File: src/rtl/event_timer_pkg.sv
package event_timer_pkg;
  localparam int DATA_W = 32;

  typedef enum logic [1:0] {
    OP_HOLD  = 2'd0,
    OP_LOAD  = 2'd1,
    OP_RUN   = 2'd2,
    OP_SPARE = 2'd3
  } tmrOp_e;

  typedef enum logic [1:0] {
    RATE_FULL = 2'd0,
    RATE_SLOW = 2'd1,
    RATE_OFFA = 2'd2,
    RATE_OFFB = 2'd3
  } tmrRate_e;

  localparam int REG_DIV    = 0;
  localparam int REG_CTRL   = 1;
  localparam int REG_COUNT  = 2;
  localparam int REG_TIME   = 3;
  localparam int REG_MASK   = 4;
  localparam int REG_ACK    = 5;
  localparam int REG_RAW    = 6;
  localparam int REG_MASKED = 7;

  typedef struct packed {
    logic load;
    logic tick;
    logic ack;
  } tmrStrobe_t;
endpackage

File: src/rtl/event_timer_ctrl.sv
module event_timer_ctrl
  import event_timer_pkg::*;
#(
  parameter int ADDR_W   = 3,
  parameter int CNT_W    = 32,
  parameter int TIME_W   = 32,
  parameter int SLOW_DIV = 4
) (
  input  logic              clk,
  input  logic              rstN,
  input  logic              busValid,
  input  logic              busWrite,
  input  logic [ADDR_W-1:0] busAddr,
  input  logic [DATA_W-1:0] busWdata,
  input  logic [CNT_W-1:0]  countVal,
  input  logic [TIME_W-1:0] timeVal,
  input  logic              pendVal,
  output tmrStrobe_t        strobe,
  output logic [CNT_W-1:0]  divisorVal,
  output logic              maskBit,
  output logic [DATA_W-1:0] busRdata
);
  logic     wrEn;
  logic     ctrlWr;
  tmrOp_e   opQ;
  tmrRate_e rateQ;
  logic     running;
  logic     slowTick;

  assign wrEn   = busValid & busWrite;
  assign ctrlWr = wrEn & (busAddr == ADDR_W'(REG_CTRL));

  always_ff @(posedge clk or negedge rstN) begin
    if (!rstN) begin
      divisorVal <= '0;
      opQ        <= OP_HOLD;
      rateQ      <= RATE_FULL;
      maskBit    <= 1'b0;
    end else if (wrEn) begin
      if (busAddr == ADDR_W'(REG_DIV))  divisorVal <= busWdata[CNT_W-1:0];
      if (busAddr == ADDR_W'(REG_MASK)) maskBit    <= busWdata[0];
      if (ctrlWr) begin
        opQ   <= tmrOp_e'(busWdata[1:0]);
        rateQ <= tmrRate_e'(busWdata[3:2]);
      end
    end
  end

  assign running = (opQ == OP_RUN);

  generate
    if (SLOW_DIV > 1) begin : g_pre
      localparam int PRE_W = $clog2(SLOW_DIV);
      localparam logic [PRE_W-1:0] PRE_LAST = PRE_W'(SLOW_DIV - 1);
      logic [PRE_W-1:0] preQ;
      always_ff @(posedge clk or negedge rstN) begin
        if (!rstN)                             preQ <= '0;
        else if (ctrlWr)                       preQ <= '0;
        else if (running && rateQ == RATE_SLOW) preQ <= (preQ == PRE_LAST) ? '0 : preQ + PRE_W'(1);
      end
      assign slowTick = (preQ == PRE_LAST);
    end else begin : g_nopre
      assign slowTick = 1'b1;
    end
  endgenerate

  always_comb begin
    strobe.load = ctrlWr & (busWdata[1:0] == OP_LOAD);
    strobe.tick = running & ((rateQ == RATE_FULL) | ((rateQ == RATE_SLOW) & slowTick));
    strobe.ack  = wrEn & (busAddr == ADDR_W'(REG_ACK)) & busWdata[0];
  end

  always_comb begin
    busRdata = '0;
    case (busAddr)
      ADDR_W'(REG_DIV):    busRdata = DATA_W'(divisorVal);
      ADDR_W'(REG_CTRL):   busRdata = DATA_W'({rateQ, opQ});
      ADDR_W'(REG_COUNT):  busRdata = DATA_W'(countVal);
      ADDR_W'(REG_TIME):   busRdata = DATA_W'(timeVal);
      ADDR_W'(REG_MASK):   busRdata = DATA_W'(maskBit);
      ADDR_W'(REG_RAW):    busRdata = DATA_W'(pendVal);
      ADDR_W'(REG_MASKED): busRdata = DATA_W'(pendVal & maskBit);
      default:             busRdata = '0;
    endcase
  end

  p_off_rate_still_r9: assert property (@(posedge clk) disable iff (!rstN)
    (rateQ == RATE_OFFA || rateQ == RATE_OFFB) |-> !strobe.tick);
endmodule

File: src/rtl/event_timer_dp.sv
module event_timer_dp
  import event_timer_pkg::*;
#(
  parameter int CNT_W  = 32,
  parameter int TIME_W = 32
) (
  input  logic              clk,
  input  logic              rstN,
  input  tmrStrobe_t        strobe,
  input  logic [CNT_W-1:0]  divisorVal,
  output logic [CNT_W-1:0]  countQ,
  output logic [TIME_W-1:0] timeQ,
  output logic              pendQ
);
  localparam logic [CNT_W-1:0] CNT_ONE = CNT_W'(1);

  logic expire;
  assign expire = strobe.tick & ~strobe.load & (countQ == CNT_ONE);

  always_ff @(posedge clk or negedge rstN) begin
    if (!rstN)                           countQ <= '0;
    else if (strobe.load)                countQ <= divisorVal;
    else if (strobe.tick && countQ != '0) countQ <= countQ - CNT_ONE;
  end

  always_ff @(posedge clk or negedge rstN) begin
    if (!rstN)           pendQ <= 1'b0;
    else if (expire)     pendQ <= 1'b1;
    else if (strobe.ack) pendQ <= 1'b0;
  end

  always_ff @(posedge clk or negedge rstN) begin
    if (!rstN) timeQ <= '0;
    else       timeQ <= timeQ + TIME_W'(1);
  end

  p_load_copy_r3: assert property (@(posedge clk) disable iff (!rstN)
    strobe.load |=> countQ == $past(divisorVal));
  p_frozen_r6: assert property (@(posedge clk) disable iff (!rstN)
    (!strobe.load && !strobe.tick) |=> $stable(countQ));
  p_zero_stays_r5: assert property (@(posedge clk) disable iff (!rstN)
    (countQ == '0 && !strobe.load) |=> (countQ == '0 && !$rose(pendQ)));
  p_expiry_pend_r4: assert property (@(posedge clk) disable iff (!rstN)
    (strobe.tick && !strobe.load && countQ == CNT_ONE) |=> (pendQ && countQ == '0));
  p_ack_clears_r11: assert property (@(posedge clk) disable iff (!rstN)
    (strobe.ack && !(strobe.tick && !strobe.load && countQ == CNT_ONE)) |=> !pendQ);
  p_time_step_r12: assert property (@(posedge clk) disable iff (!rstN)
    1'b1 |=> timeQ == $past(timeQ) + TIME_W'(1));
endmodule

File: src/rtl/event_timer.sv
module event_timer
  import event_timer_pkg::*;
#(
  parameter int ADDR_W   = 3,
  parameter int CNT_W    = 32,
  parameter int TIME_W   = 32,
  parameter int SLOW_DIV = 4
) (
  input  logic              clk,
  input  logic              rstN,
  input  logic              busValid,
  input  logic              busWrite,
  input  logic [ADDR_W-1:0] busAddr,
  input  logic [31:0]       busWdata,
  output logic [31:0]       busRdata,
  output logic              irq
);
  tmrStrobe_t        strobe;
  logic [CNT_W-1:0]  divisorVal;
  logic [CNT_W-1:0]  countVal;
  logic [TIME_W-1:0] timeVal;
  logic              pendVal;
  logic              maskBit;

  event_timer_ctrl #(
    .ADDR_W(ADDR_W), .CNT_W(CNT_W), .TIME_W(TIME_W), .SLOW_DIV(SLOW_DIV)
  ) u_ctrl (
    .clk(clk), .rstN(rstN), .busValid(busValid), .busWrite(busWrite),
    .busAddr(busAddr), .busWdata(busWdata), .countVal(countVal),
    .timeVal(timeVal), .pendVal(pendVal), .strobe(strobe),
    .divisorVal(divisorVal), .maskBit(maskBit), .busRdata(busRdata)
  );

  event_timer_dp #(.CNT_W(CNT_W), .TIME_W(TIME_W)) u_dp (
    .clk(clk), .rstN(rstN), .strobe(strobe), .divisorVal(divisorVal),
    .countQ(countVal), .timeQ(timeVal), .pendQ(pendVal)
  );

  assign irq = pendVal & maskBit;

  p_irq_mask_r10: assert property (@(posedge clk) disable iff (!rstN)
    !maskBit |-> !irq);
endmodule

File: config.mk
export PLATFORM = sky130hd
export DESIGN_NAME = event_timer
export DESIGN_NICKNAME = d
export VERILOG_FILES = /design/src/rtl/event_timer_pkg.sv /design/src/rtl/event_timer_ctrl.sv /design/src/rtl/event_timer_dp.sv /design/src/rtl/event_timer.sv
export SDC_FILE = /design/constraint.sdc
export NUM_CORES = 1
export LEC_CHECK = 0
export ABC_CLOCK_PERIOD_IN_PS = 7700
export BUFFER_PORTS_ARGS = -buffer_cell sky130_fd_sc_hd__buf_2
export CELL_PAD_IN_SITES_DETAIL_PLACEMENT = 1
export CELL_PAD_IN_SITES_GLOBAL_PLACEMENT = 2
export CORE_ASPECT_RATIO = 0.8
export CORE_UTILIZATION = 35
export CTS_BUF_LIST = sky130_fd_sc_hd__clkbuf_2
export DETAILED_ROUTE_END_ITERATION = 12
export PLACE_DENSITY_LB_ADDON = 0.1
export REMOVE_ABC_BUFFERS = 1
export SLEW_MARGIN = 20
export SYNTH_ARGS = -nofsm -noshare
export SYNTH_HDL_FRONTEND = slang
export SYNTH_HIERARCHICAL = 1
export SYNTH_SLANG_ARGS = --single-unit
File: constraint.sdc
create_clock -name clk -period 7.7 [get_ports clk]
set_input_delay 1.54 -clock clk [delete_from_list [all_inputs] [get_ports clk]]
set_output_delay 1.54 -clock clk [all_outputs]
set_load 0.01 [all_outputs]
==> results.txt, run 1 <==
----------------------------------------------------
[Run status]
  Result of the run ... complete, no violations

[Logic synthesis]
  Async S/R FF share, synth ... 1.000
  Yosys warnings ... 6
  Top cell type's share of synthesized area ... 0.4413
  Register area share after synthesis ... 0.4413
  Post-Synthesis Cell Area ... 5897 sq um
  Library cells used by synthesis ... 57
  Avg Synthesized Cell Area ... 10.10 sq um
  Cells after synthesis ... 584
  Most instantiated flip-flop cell in the synthesis netlist ... sky130_fd_sc_hd__dfrtp_1
  Post-synthesis sequential element count ... 104
  Top post-synthesis cells by area ... sky130_fd_sc_hd__dfrtp_1 (44%), sky130_fd_sc_hd__mux2_2 (6.7%), sky130_fd_sc_hd__mux2i_1 (5.3%)
  Number of enable flip-flop cells after synthesis ... 0
  Cell accounting for the most synthesized area ... sky130_fd_sc_hd__dfrtp_1

[Cells and area]
  Area added between synthesis and finish ... 10.46%
  Layout Nets ... 689
  Area occupied by multi-input gates ... 3099 sq um
  Number of standard cells in the final layout excluding fillers ... 873
  Storage cell area ... 2603 sq um
  Most common library cell in the layout ignoring fill and taps ... sky130_fd_sc_hd__dfrtp_1
  Most used cells in the layout excluding fill and tap cells ... sky130_fd_sc_hd__dfrtp_1 (104), sky130_fd_sc_hd__buf_2 (70), sky130_fd_sc_hd__nand2_1 (59)
  Number of fill cells ... 1,937
  Layout cell share with drive strength beyond 1 ... 0.2243

[Critical path]
  Critical path launch point type ... input port
  Startpoint of the most critical register-to-register path ... u_dp/countQ[0]$_DFFE_PN0P_
  Endpoint of the most critical register-to-register path ... u_dp/countQ[5]$_DFFE_PN0P_
  Startpoint of the most critical setup path ... busAddr[1]
  Critical path arrival ... 3.48 ns
  Largest fanout on the critical path ... 39
  Nature of the critical path endpoint ... output port
  Type of the setup path with the least slack ... in -> out
  Worst Path Required ... 6.16 ns
  Slack of the worst reg-to-reg path ... 4.60 ns
  Number of cells traversed by the worst register-to-register path ... 7

[Drt]
  Post-Route WL ... 16,460 um
  Via count normalized by instance count ... 5.463
  Iter 0 DRT Violations ... 212
  Detailed-route wire length per cell ... 18.85 um
  Overall via count from detail_route ... 4,769
  Remaining design rule violation count ... 0
  First-pass iteration count of the detailed router ... 6
  DRT antenna net count ... 0

[GRT]
  Number of antenna violations at the first check in global routing ... 2
  Wire length of the first global-routing pass ... 26,910 um
  GRT Resource Usage Total ... 0.2000
  Grt total ovfl ... 0
  Vias in the first global route ... 4,952
  Largest net degree at the start of global routing ... 72

[Die]
  Die Area ... 17,370 sq um
  # rows ... 42
  Count of pins on the block boundary ... 72
  Die Y ... 118.1 um
  Die W ... 147.1 um
  Core Footprint ... 16,500 sq um
  Starting density of the core ... 0.3574

[Clock network]
  Number of buffers created by CTS ... 9
  Setup bufs post-CTS ... 0
  # resized after CTS ... 0
  TritonCTS clock tree ... done
  Longest Clk Path Bufs ... 2
  CTS Hold Buffers Added ... 0
  Cell chosen for the clock root ... sky130_fd_sc_hd__clkbuf_2
  Clock-pin slew of the registers on the worst-case setup and hold paths ... 0.27 ns
  Number of clock sinks ... 104
  H-tree depth ... 3
  Worst-skew pair later-pin latency ... 0.62 ns

[Timing]
  Worst relative slew slack ... 0.3683
  Final Hold Violating Endpoints ... 0
  Clock period minus final worst setup slack ... 5.024 ns
  Share of the clock period used by the worst path ... 0.6524
  Pin slew with the least headroom to its limit ... 0.9475 ns
  Clock Skew ... 0.02184 ns
  Unrepaired setup endpoints after global routing ... false
  Final setup violation count ... 0
  Highest Clock Rate ... 0.1991 GHz
  Number of max-slew violations in the final report ... 0
  Setup TNS Final ... 0 ns

[Power]
  Ratio of total power to cell area ... 195.0 nW/um^2
  Leakage power ... 2.663 nW
  Max VDD drop ... 73.86 uV

[Hold path]
  Hold Crit Class ... reg -> reg
  Cells on Worst Hold Path ... 1
  Worst-case hold path end point ... u_dp/timeQ[31]$_DFF_PN0_
  Hold Crit Start ... u_dp/timeQ[31]$_DFF_PN0_

[Job]
  Max-cap violations ... 0

[Placement]
  Weighted congestion at the end of routability-driven global placement ... 0.7573
  Cell count after placement ... 855
  Total of buffers placed on input and output ports ... 71
  Final HPWL from detailed placement ... 11,360 um

----------------------------------------------------
[kinds of logic (layout without fill, tap and decap cells)]
family,count (synthesis),in the layout,synth area share
other cells,0,2,0
buf+inv,37,104,0.03310
xor+xnor,36,36,0.05347
compound gates,89,89,0.09548
simple gates,243,243,0.2334
flops,104,104,0.4413
mux,71,71,0.1347
fa+ha+maj,4,4,0.008488
[layer usage]
metal	global-route usage	vias to the layer above	share of wire	wire [um]
li1	-	2257	-	-
met2	0.3084	84	0.45	7432
met4	0.05477	0	0.012	195
met1	0.2861	2414	0.50	8254
met3	0.03682	14	0.035	576
met5	0	-	0	0
[critical path: stages]
cell                      delay, ns
sky130_fd_sc_hd__buf_2         0.08
sky130_fd_sc_hd__buf_4         0.54
sky130_fd_sc_hd__and2_1        0.54
sky130_fd_sc_hd__buf_4         0.33
sky130_fd_sc_hd__nand2_1       0.08
sky130_fd_sc_hd__a21oi_1       0.17
sky130_fd_sc_hd__buf_2         0.16
[synthesized netlist by cell type (5+ instances only)]
master                     instances
sky130_fd_sc_hd__a21oi_1          30
sky130_fd_sc_hd__a31oi_1          14
sky130_fd_sc_hd__and3_1            6
sky130_fd_sc_hd__buf_4             6
sky130_fd_sc_hd__clkbuf_1         15
sky130_fd_sc_hd__dfrtp_1         104
sky130_fd_sc_hd__inv_1             8
sky130_fd_sc_hd__mux2_2           35
sky130_fd_sc_hd__mux2i_1          31
sky130_fd_sc_hd__nand2_1          59
sky130_fd_sc_hd__nand3_1          30
sky130_fd_sc_hd__nand4_1           6
sky130_fd_sc_hd__nor2_1           32
sky130_fd_sc_hd__nor2b_1           5
sky130_fd_sc_hd__nor3_1            6
sky130_fd_sc_hd__nor4_1            6
sky130_fd_sc_hd__o211ai_1         11
sky130_fd_sc_hd__o21ai_0           9
sky130_fd_sc_hd__o31ai_1          10
sky130_fd_sc_hd__or2_1            24
sky130_fd_sc_hd__or2_2             5
sky130_fd_sc_hd__or3_1            11
sky130_fd_sc_hd__or4_1            21
sky130_fd_sc_hd__xnor2_1          22
sky130_fd_sc_hd__xor2_1           14
[state kept, by name (all words and copies together) (netlist names)]
signal and cells:
u_ctrl/divisorVal 32, u_dp/countQ 32, u_dp/timeQ 32, u_ctrl/g_pre.preQ 2
u_ctrl/opQ 2, u_ctrl/rateQ 2, u_ctrl/maskBit 1, u_dp/pendQ 1
[per-stage QoR]
| step | setup WS, ns | total power [mW] | utilization | hold slack (ns) | cell area, sq um |
|---|---|---|---|---|---|
| 5_1_grt | 2.458 | 1.360 | 0.3948 | 0.5347 | 6514 |
| 3_3_place_gp | 2.748 | 1.036 | 0.3898 | 0.4730 | 6432 |
| 4_1_cts | 2.622 | 1.292 | 0.3944 | 0.5097 | 6509 |
| 6_report | 2.676 | 1.270 | 0.3948 | 0.5001 | 6514 |
| 2_1_floorplan | 3.729 | 0.9246 | - | 0.4453 | 5732 |
| 3_5_place_dp | 2.628 | 1.056 | 0.3898 | 0.4801 | 6432 |
[layout make-up]
type                            instances  area share
Tap cell                              220     0.04226
Multi-Input combinational cell        443      0.4758
Timing Repair Buffer                   80     0.06531
Inverter                                8    0.004610
Antenna cell                            2   0.0007683
Sequential cell                       104      0.3995
Clock inverter                          6    0.004034
Clock buffer                           10    0.007683
[worst max path at each step]
stage                    to  cells past startpoint
2_1_floorplan  busRdata[10]                      3
3_3_place_gp    busRdata[4]                      7
3_5_place_dp   busRdata[13]                      7
4_1_cts        busRdata[13]                      7
5_1_grt        busRdata[13]                      7
6_report       busRdata[13]                      7
[report_power, final]
part	total (mW)	internal (mW)	switching, mW	leakage (nW)
clock	0.229	0.0393	0.189	0.0580
combinational	0.291	0.154	0.137	1.34
sequential	0.750	0.640	0.111	1.26
total	1.27	0.833	0.437	2.66
No activity file was read; power rests on OpenSTA's default activity.
==> inputs of run 2 (changes only) <==
Settings changed: ABC_AREA set to 1, ABC_CLOCK_PERIOD_IN_PS 7700 to 4300, CORE_UTILIZATION 35 to 30.
Clock period 7.7 ns to 4.3 ns, I/O delays scaled along.
==> run 2 against run 1 <==
  * The run now ends with DRC left
  * Wire length increased by 42%
  * Critical path depth grew 1
  * Worst hold slack got worse by 0.23 ns
  * Via count grew 32%
  * Critical path type unchanged
  * Largest cell class unchanged
==> results.txt, run 2 <==
----------------------------------------------------
[Run status]
  Result of the run ... finished, violations left
  Violations in the final reports ... DRC

[Hold path]
  Hold Crit Class ... in -> async

[Job]
  Max-cap violations ... 0 (unchanged)

[Timing]
  Unrepaired setup endpoints after global routing ... false
  Highest Clock Rate ... 0.3032 GHz
  Clock Skew ... 0.04733 ns (+0.02550 ns)
  Setup TNS Final ... 0 ns (unchanged)
  Clock period minus final worst setup slack ... 3.298 ns
  Worst relative slew slack ... 0.3431 (-0.02517)
  Pin slew with the least headroom to its limit ... 0.9853 ns (+0.03775 ns)
  Final Hold Violating Endpoints ... 0 (unchanged)
  Final worst-path setup slack ... 1.002 ns (-1.674 ns)
  Number of max-slew violations in the final report ... 0 (unchanged)
  Share of the clock period used by the worst path ... 0.7670
  Final setup violation count ... 0 (unchanged)
  Post-route worst hold slack ... 0.2658 ns (-0.2343 ns)

[Drt]
  First-pass iteration count of the detailed router ... 9 (+3)
  Via count normalized by instance count ... 4.817 (-12%)
  DRT antenna net count ... 0 (unchanged)
  Remaining design rule violation count ... 6 (+6)
  Iter 0 DRT Violations ... 377 (+78%)
  Detailed-route wire length per cell ... 17.91 um (-5.0%)
  Overall via count from detail_route ... 6,291 (+32%)
  Post-Route WL ... 23,400 um (+42%)

[Logic synthesis]
  Top cell type's share of synthesized area ... 0.4029 (-0.03839)
  Register area share after synthesis ... 0.4029 (-0.03839)
  Cell accounting for the most synthesized area ... sky130_fd_sc_hd__dfrtp_1
  Async S/R FF share, synth ... 1.000 (unchanged)
  Cells after synthesis ... 969 (+66%)
  Post-synthesis sequential element count ... 104 (unchanged)
  Most frequent cells after synthesis ... sky130_fd_sc_hd__nand2_1 (403), sky130_fd_sc_hd__nand3_1 (126), sky130_fd_sc_hd__dfrtp_1 (104), sky130_fd_sc_hd__nor2_1 (97), sky130_fd_sc_hd__inv_1 (77)
  Post-Synthesis Cell Area ... 6459 sq um (+9.5%)
  Top post-synthesis cells by area ... sky130_fd_sc_hd__dfrtp_1 (40%), sky130_fd_sc_hd__nand2_1 (23%), sky130_fd_sc_hd__nand3_1 (9.8%)
  Most frequent cell after synthesis ... sky130_fd_sc_hd__nand2_1
  Number of enable flip-flop cells after synthesis ... 0 (unchanged)
  Most instantiated flip-flop cell in the synthesis netlist ... sky130_fd_sc_hd__dfrtp_1
  Yosys warnings ... 6 (unchanged)
  Avg Synthesized Cell Area ... 6.665 sq um (-34%)
  Library cells used by synthesis ... 31 (-46%)

[Clock network]
  Setup bufs post-CTS ... 0 (unchanged)
  Number of clock sinks ... 104 (unchanged)
  Number of buffers created by CTS ... 9 (unchanged)
  CTS Hold Buffers Added ... 0 (unchanged)
  Worst-skew pair later-pin latency ... 0.65 ns (+0.03 ns)
  H-tree depth ... 3 (unchanged)
  Cell chosen for the clock root ... sky130_fd_sc_hd__clkbuf_2
  # resized after CTS ... 0 (unchanged)
  Longest Clk Path Bufs ... 2 (unchanged)
  Clock-pin slew of the registers on the worst-case setup and hold paths ... 0.32 ns (+0.05 ns)
  TritonCTS clock tree ... done

[Power]
  Total net switching power ... 1.502 mW (+240%)
  Ratio of total power to cell area ... 436.4 nW/um^2 (+120%)
  Max VDD drop ... 146.1 uV (+98%)
  Leakage power ... 3.811 nW (+43%)
  Share of total power consumed by net switching ... 0.4782 (+0.1344)
  Power share of the combinational group ... 0.403 (+0.174)
  Internal cell power ... 1.639 mW (+97%)
  Clock network fraction of design power ... 0.157 (-0.023)
  Flop pwr share ... 0.440 (-0.151)
  Tot Pwr ... 3.141 mW (+150%)

[Critical path]
  Largest fanout on the critical path ... 37 (-5.1%)
  Critical path launch point type ... input port
  Nature of the critical path endpoint ... output port
  Worst Path Required ... 3.44 ns (-2.72 ns)
  Critical path arrival ... 2.44 ns (-1.04 ns)
  Type of the setup path with the least slack ... in -> out

[Die]
  Die Area ... 22,120 sq um (+27%)
  Die Y ... 133.2 um (+13%)
  Count of pins on the block boundary ... 72 (unchanged)
  Starting density of the core ... 0.3094 (-0.04799)
  Die W ... 166.0 um (+13%)
  Core Footprint ... 20,880 sq um (+27%)
  # rows ... 47 (+12%)

[Cells and area]
  Area added between synthesis and finish ... 11.45%
  Most used cells in the layout excluding fill and tap cells ... sky130_fd_sc_hd__nand2_1 (403), sky130_fd_sc_hd__nand3_1 (126), sky130_fd_sc_hd__dfrtp_1 (104)
  Number of standard cells in the final layout excluding fillers ... 1,306 (+50%)
  Area occupied by multi-input gates ... 3385 sq um (+9.2%)
  Post-route design area ... 7198 sq um (+11%)
  Storage cell area ... 2603 sq um (unchanged)
  Most common library cell in the layout ignoring fill and taps ... sky130_fd_sc_hd__nand2_1
  Final core area utilization ... 0.3448 (-0.04995)
  Layout Nets ... 1,073 (+56%)
  Number of fill cells ... 2,699 (+39%)
  Layout cell share with drive strength beyond 1 ... 0.1188 (-0.1054)
  Largest registers ... u_ctrl/divisorVal: 32 flops, u_dp/countQ: 32 flops, u_dp/timeQ: 32 flops

[Placement]
  Weighted congestion at the end of routability-driven global placement ... 0.8196 (+8.2%)
  Total placed instance area ... 7081 sq um (+10%)
  Cell count after placement ... 1,288 (+51%)
  Total of buffers placed on input and output ports ... 71 (unchanged)
  Post-Place Setup Slack ... 0.9677 ns (-1.660 ns)
  Final HPWL from detailed placement ... 17,450 um (+54%)

[GRT]
  Number of antenna violations at the first check in global routing ... 1 (-1)
  GRT Resource Usage Total ... 0.2198 (+0.01984)
  Wire length of the first global-routing pass ... 37,130 um (+38%)
  Largest net degree at the start of global routing ... 68 (-5.6%)
  Vias in the first global route ... 6,388 (+29%)
  Grt total ovfl ... 0 (unchanged)

----------------------------------------------------
[run 2: changes by cell type after synthesis, sizes merged, moves of 11 or more]
cell	change
nor2	+73
inv	+75
or4	-22
o21ai	+21
o211ai	-11
nand2	+349
or2	-29
mux2	-37
a21oi	-26
nand3	+97
or3	-12
mux2i	-31
a31oi	-13
nand4	+15
[run 2: power groups by stage]
stage,registers (mW),clock network (mW),logic (mW)
3_5_place_dp,1.40,0,1.27
4_1_cts,1.38,0.529,1.27
3_3_place_gp,1.40,0,1.25
2_1_floorplan,1.30,0,0.902
6_report,1.38,0.493,1.27
5_1_grt,1.42,0.555,1.44
[run 2: kinds of logic (layout without fill, tap and decap cells)]
logic type	count (synthesis)	in the layout	synth area share
AOI/OAI and AO/OA	38	38	0.03313
other	0	2	0
and+or+nand+nor	678	678	0.4407
buffers and inverters	114	180	0.07342
adders and majority gates	4	4	0.007749
DFF	104	104	0.4029
xor gates and xnor gates	31	31	0.04204
[run 2: path summary, 6_finish.rpt]
kind | cells past startpoint | slack [ns] | end | startpoint
max in group asynchronous | 2 | 3.22 | u_dp/timeQ[16]$_DFF_PN0_ | rstN
worst max-delay path | 8 | 1.00 | busRdata[19] | busAddr[1]
min in group clk | 3 | 0.39 | u_ctrl/divisorVal[13]$_DFFE_PN0P_ | busWdata[13]
worst min-delay path | 1 | 0.27 | u_ctrl/divisorVal[9]$_DFFE_PN0P_ | rstN
worst min register to register | 1 | 0.50 | u_dp/timeQ[0]$_DFF_PN0_ | u_dp/timeQ[0]$_DFF_PN0_
worst max register to register | 10 | 1.46 | u_dp/countQ[18]$_DFFE_PN0P_ | u_dp/countQ[0]$_DFFE_PN0P_
[run 2: cell type report]
cell class	instances	share of cell area
diodes	2	0.0006953
clock inverters	6	0.008691
clock buffers	10	0.006953
flip-flops and latches	104	0.3616
inverters	83	0.04328
repair buffers	81	0.06188
multi-input cells	751	0.4702
well taps	269	0.04676
[run 2: worst max-delay path, cell delays in order]
cell	delay, ns
sky130_fd_sc_hd__buf_2	0.15
sky130_fd_sc_hd__nor2_2	0.12
sky130_fd_sc_hd__nand2_1	0.10
sky130_fd_sc_hd__inv_2	0.61
sky130_fd_sc_hd__buf_4	0.33
sky130_fd_sc_hd__nand2_1	0.07
sky130_fd_sc_hd__nand3_1	0.07
sky130_fd_sc_hd__buf_2	0.13
[run 2: routing by layer]
layer,routed length [um],vias up,track usage
met4,62,0,0.03738
met5,0,-,0
met3,1356,2,0.03862
li1,-,3185,-
met2,9996,96,0.3277
met1,11980,3008,0.3325
==> inputs of run 3 (changes only) <==
Settings changed: ABC_CLOCK_PERIOD_IN_PS 4300 to 3000.
Clock period 4.3 ns to 3 ns, I/O delays scaled along.
==> run 3 against run 2 <==
  * The run still ends with DRC left
  * Clock skew shrank 0.012 ns
  * Power grew 42%
  * Sequential cell count is the same
  * First-iteration DRC count grew 8.5%
  * Register-to-register slack lost 0.58 ns
  * Clock-buffer cell count shrank 1
  * Sequential power grew 43%
  * Setup slack lost 0.48 ns
  * Worst hold slack lost 0.13 ns
  * Global-route usage is essentially flat
  * Critical path type unchanged
==> results.txt, run 3 (same netlist as run 2, synthesis figures left out) <==
----------------------------------------------------
[Placement]
  Total of buffers placed on input and output ports ... 71 (unchanged)
  Weighted congestion at the end of routability-driven global placement ... 0.8552 (+4.3%)
  Total placed instance area ... 7143 sq um (+0.88%)
  Final HPWL from detailed placement ... 17,770 um (+1.9%)

[Timing]
  Final setup violation count ... 0 (unchanged)
  Share of the clock period used by the worst path ... 0.8261
  Clock period minus final worst setup slack ... 2.478 ns
  Clock Skew ... 0.03573 ns (-0.01160 ns)
  Number of max-slew violations in the final report ... 0 (unchanged)
  Worst relative slew slack ... 0.5504 (+0.2073)
  Unrepaired setup endpoints after global routing ... false
  Pin slew with the least headroom to its limit ... 0.6718 ns (-0.3134 ns)
  Highest Clock Rate ... 0.4035 GHz
  Final Hold Violating Endpoints ... 0 (unchanged)
  Setup TNS Final ... 0 ns (unchanged)

[Cells and area]
  Area added between synthesis and finish ... 12.32%
  Largest registers ... u_ctrl/divisorVal: 32 flops, u_dp/countQ: 32 flops, u_dp/timeQ: 32 flops
  Most used cells in the layout excluding fill and tap cells ... sky130_fd_sc_hd__nand2_1 (403), sky130_fd_sc_hd__nand3_1 (126), sky130_fd_sc_hd__dfrtp_1 (104)
  Post-route design area ... 7254 sq um (+0.78%)
  Number of fill cells ... 2,740 (+1.5%)
  Layout Nets ... 1,079 (+0.56%)
  Most common library cell in the layout ignoring fill and taps ... sky130_fd_sc_hd__nand2_1
  Layout cell share with drive strength beyond 1 ... 0.1221 (+0.003275)

[Die]
  Die Area ... 22,120 sq um (unchanged)
  Count of pins on the block boundary ... 72 (unchanged)
  Die W ... 166.0 um (unchanged)
  Die Y ... 133.2 um (unchanged)
  Core Footprint ... 20,880 sq um (unchanged)
  # rows ... 47 (unchanged)
  Starting density of the core ... 0.3094 (unchanged)

[Clock network]
  Setup bufs post-CTS ... 0 (unchanged)
  Longest Clk Path Bufs ... 2 (unchanged)
  Number of buffers created by CTS ... 9 (unchanged)
  Number of clock sinks ... 104 (unchanged)
  H-tree depth ... 3 (unchanged)
  Clock-pin slew of the registers on the worst-case setup and hold paths ... 0.32 ns (about the same)
  # resized after CTS ... 0 (unchanged)
  Cell chosen for the clock root ... sky130_fd_sc_hd__clkbuf_2
  TritonCTS clock tree ... done
  CTS Hold Buffers Added ... 1 (+1)
  Worst-skew pair later-pin latency ... 0.65 ns (about the same)

[Critical path]
  Critical path arrival ... 1.88 ns (-0.56 ns)
  Startpoint of the most critical setup path ... busAddr[1]
  Number of cells traversed by the worst register-to-register path ... 8 (-2)
  Critical path launch point type ... input port
  Nature of the critical path endpoint ... output port
  Worst Path Required ... 2.40 ns (-1.04 ns)
  Buf+Inv Stages, Crit Path ... 4 (unchanged)
  Endpoint of the most critical register-to-register path ... u_dp/timeQ[22]$_DFF_PN0_
  Startpoint of the most critical register-to-register path ... u_dp/timeQ[0]$_DFF_PN0_
  Slack of the worst reg-to-reg path ... 0.88 ns (-0.58 ns)
  Delay of the slowest critical-path stage ... 0.25 ns (-0.36 ns)
  Family with the most delay on the worst path ... buffers and inverters
  Type of the setup path with the least slack ... in -> out
  Largest fanout on the critical path ... 31 (-16%)
  Cell-by-cell trace of the critical path ... buf_2 -> nor2_2 -> nand2_1 -> inv_2 -> buf_12 -> nand2_1 -> nand3_1 -> buf_2
  Slowest stage cell on the critical path ... sky130_fd_sc_hd__inv_2

[Power]
  Max VDD drop ... 202.0 uV (+38%)
  Leakage power ... 3.827 nW (+0.43%)
  Ratio of total power to cell area ... 613.1 nW/um^2 (+41%)

[Drt]
  Iter 0 DRT Violations ... 409 (+8.5%)
  First-pass iteration count of the detailed router ... 9 (unchanged)
  Detailed-route wire length per cell ... 17.64 um (-1.5%)
  Via count normalized by instance count ... 4.837 (+0.42%)
  Remaining design rule violation count ... 7 (+1)
  DRT antenna net count ... 0 (unchanged)
  Post-Route WL ... 23,100 um (-1.2%)
  Overall via count from detail_route ... 6,337 (+0.73%)

[Run status]
  Violations in the final reports ... DRC
  Result of the run ... finished, violations left

[GRT]
  Vias in the first global route ... 6,503 (+1.8%)
  Number of antenna violations at the first check in global routing ... 1 (unchanged)
  Met2 Usage GRT ... 0.3218 (-0.005860)
  Met3 global-route usage ... 0.02911 (-0.009507)
  Most Used Layer, Global Route ... met1
  Wire length of the first global-routing pass ... 37,470 um (+0.91%)
  Largest net degree at the start of global routing ... 64 (-5.9%)
  Global routing met1 resource utilization ... 0.3401 (+0.007612)
  GRT Resource Usage Total ... 0.2201 (+0.0002239)
  Grt total ovfl ... 0 (unchanged)

[Hold path]
  Hold Crit Class ... in -> reg
  Worst-case hold path end point ... u_ctrl/divisorVal[14]$_DFFE_PN0P_
  Hold Crit Start ... busWdata[14]
  Cells on Worst Hold Path ... 3

[Job]
  Max-cap violations ... 0 (unchanged)

----------------------------------------------------
==> run 3: how the worst max path moves through the flow <==
stage | end | depth (start not counted)
final | busRdata[18] | 8
after global routing | busRdata[9] | 8
after CTS | busRdata[18] | 8
after detailed placement | busRdata[18] | 8
after global placement | busRdata[18] | 8
after floorplan | u_dp/countQ[12]$_DFFE_PN0P_ | 11
==> run 3: tightest hold or removal path: cells and delay by family <==
kind / cells / cell delay, ns
and+or+nand+nor: 2 / 0.12
buffers and inverters: 1 / 0.10
==> run 3: cell type report <==
cell class / instances / area, sq um / share of cell area
Tap cell: 269 / 336.6 / 0.04640
Sequential cell: 104 / 2603 / 0.3587
Timing Repair Buffer: 87 / 518.0 / 0.07140
Clock buffer: 9 / 45.04 / 0.006209
Multi-Input combinational cell: 751 / 3385 / 0.4665
Antenna cell: 1 / 2.502 / 0.0003449
Clock inverter: 6 / 53.80 / 0.007416
Inverter: 83 / 311.5 / 0.04295
==> run 3: routing by layer <==
| layer | up-vias | part of all wire |
|---|---|---|
| li1 | 3185 | - |
| met1 | 3061 | 0.55 |
| met2 | 77 | 0.42 |
| met3 | 14 | 0.024 |
| met4 | 0 | 0.011 |
| met5 | - | 0 |
==> run 3: metrics by stage <==
stage	total power [mW]	std cells	setup slack (ns)	util	hold WS (ns)
final	4.448	1310	0.5218	0.3475	0.1388
after CTS	4.519	1309	0.4954	0.3474	0.05860
after detailed placement	3.820	1293	0.4983	0.3422	0.4060
after global routing	4.880	1310	0.3565	0.3475	0.03883
after global placement	3.801	1293	0.5036	0.3422	0.4077
after floorplan	3.155	938	-1.120	-	0.3044
==> run 3: report_power, final <==
part           switching (mW)  leakage (nW)  internal, mW
sequential              0.335          1.37          1.64
combinational            1.23          2.40         0.583
clock                   0.543        0.0540         0.118
total                    2.11          3.83          2.34
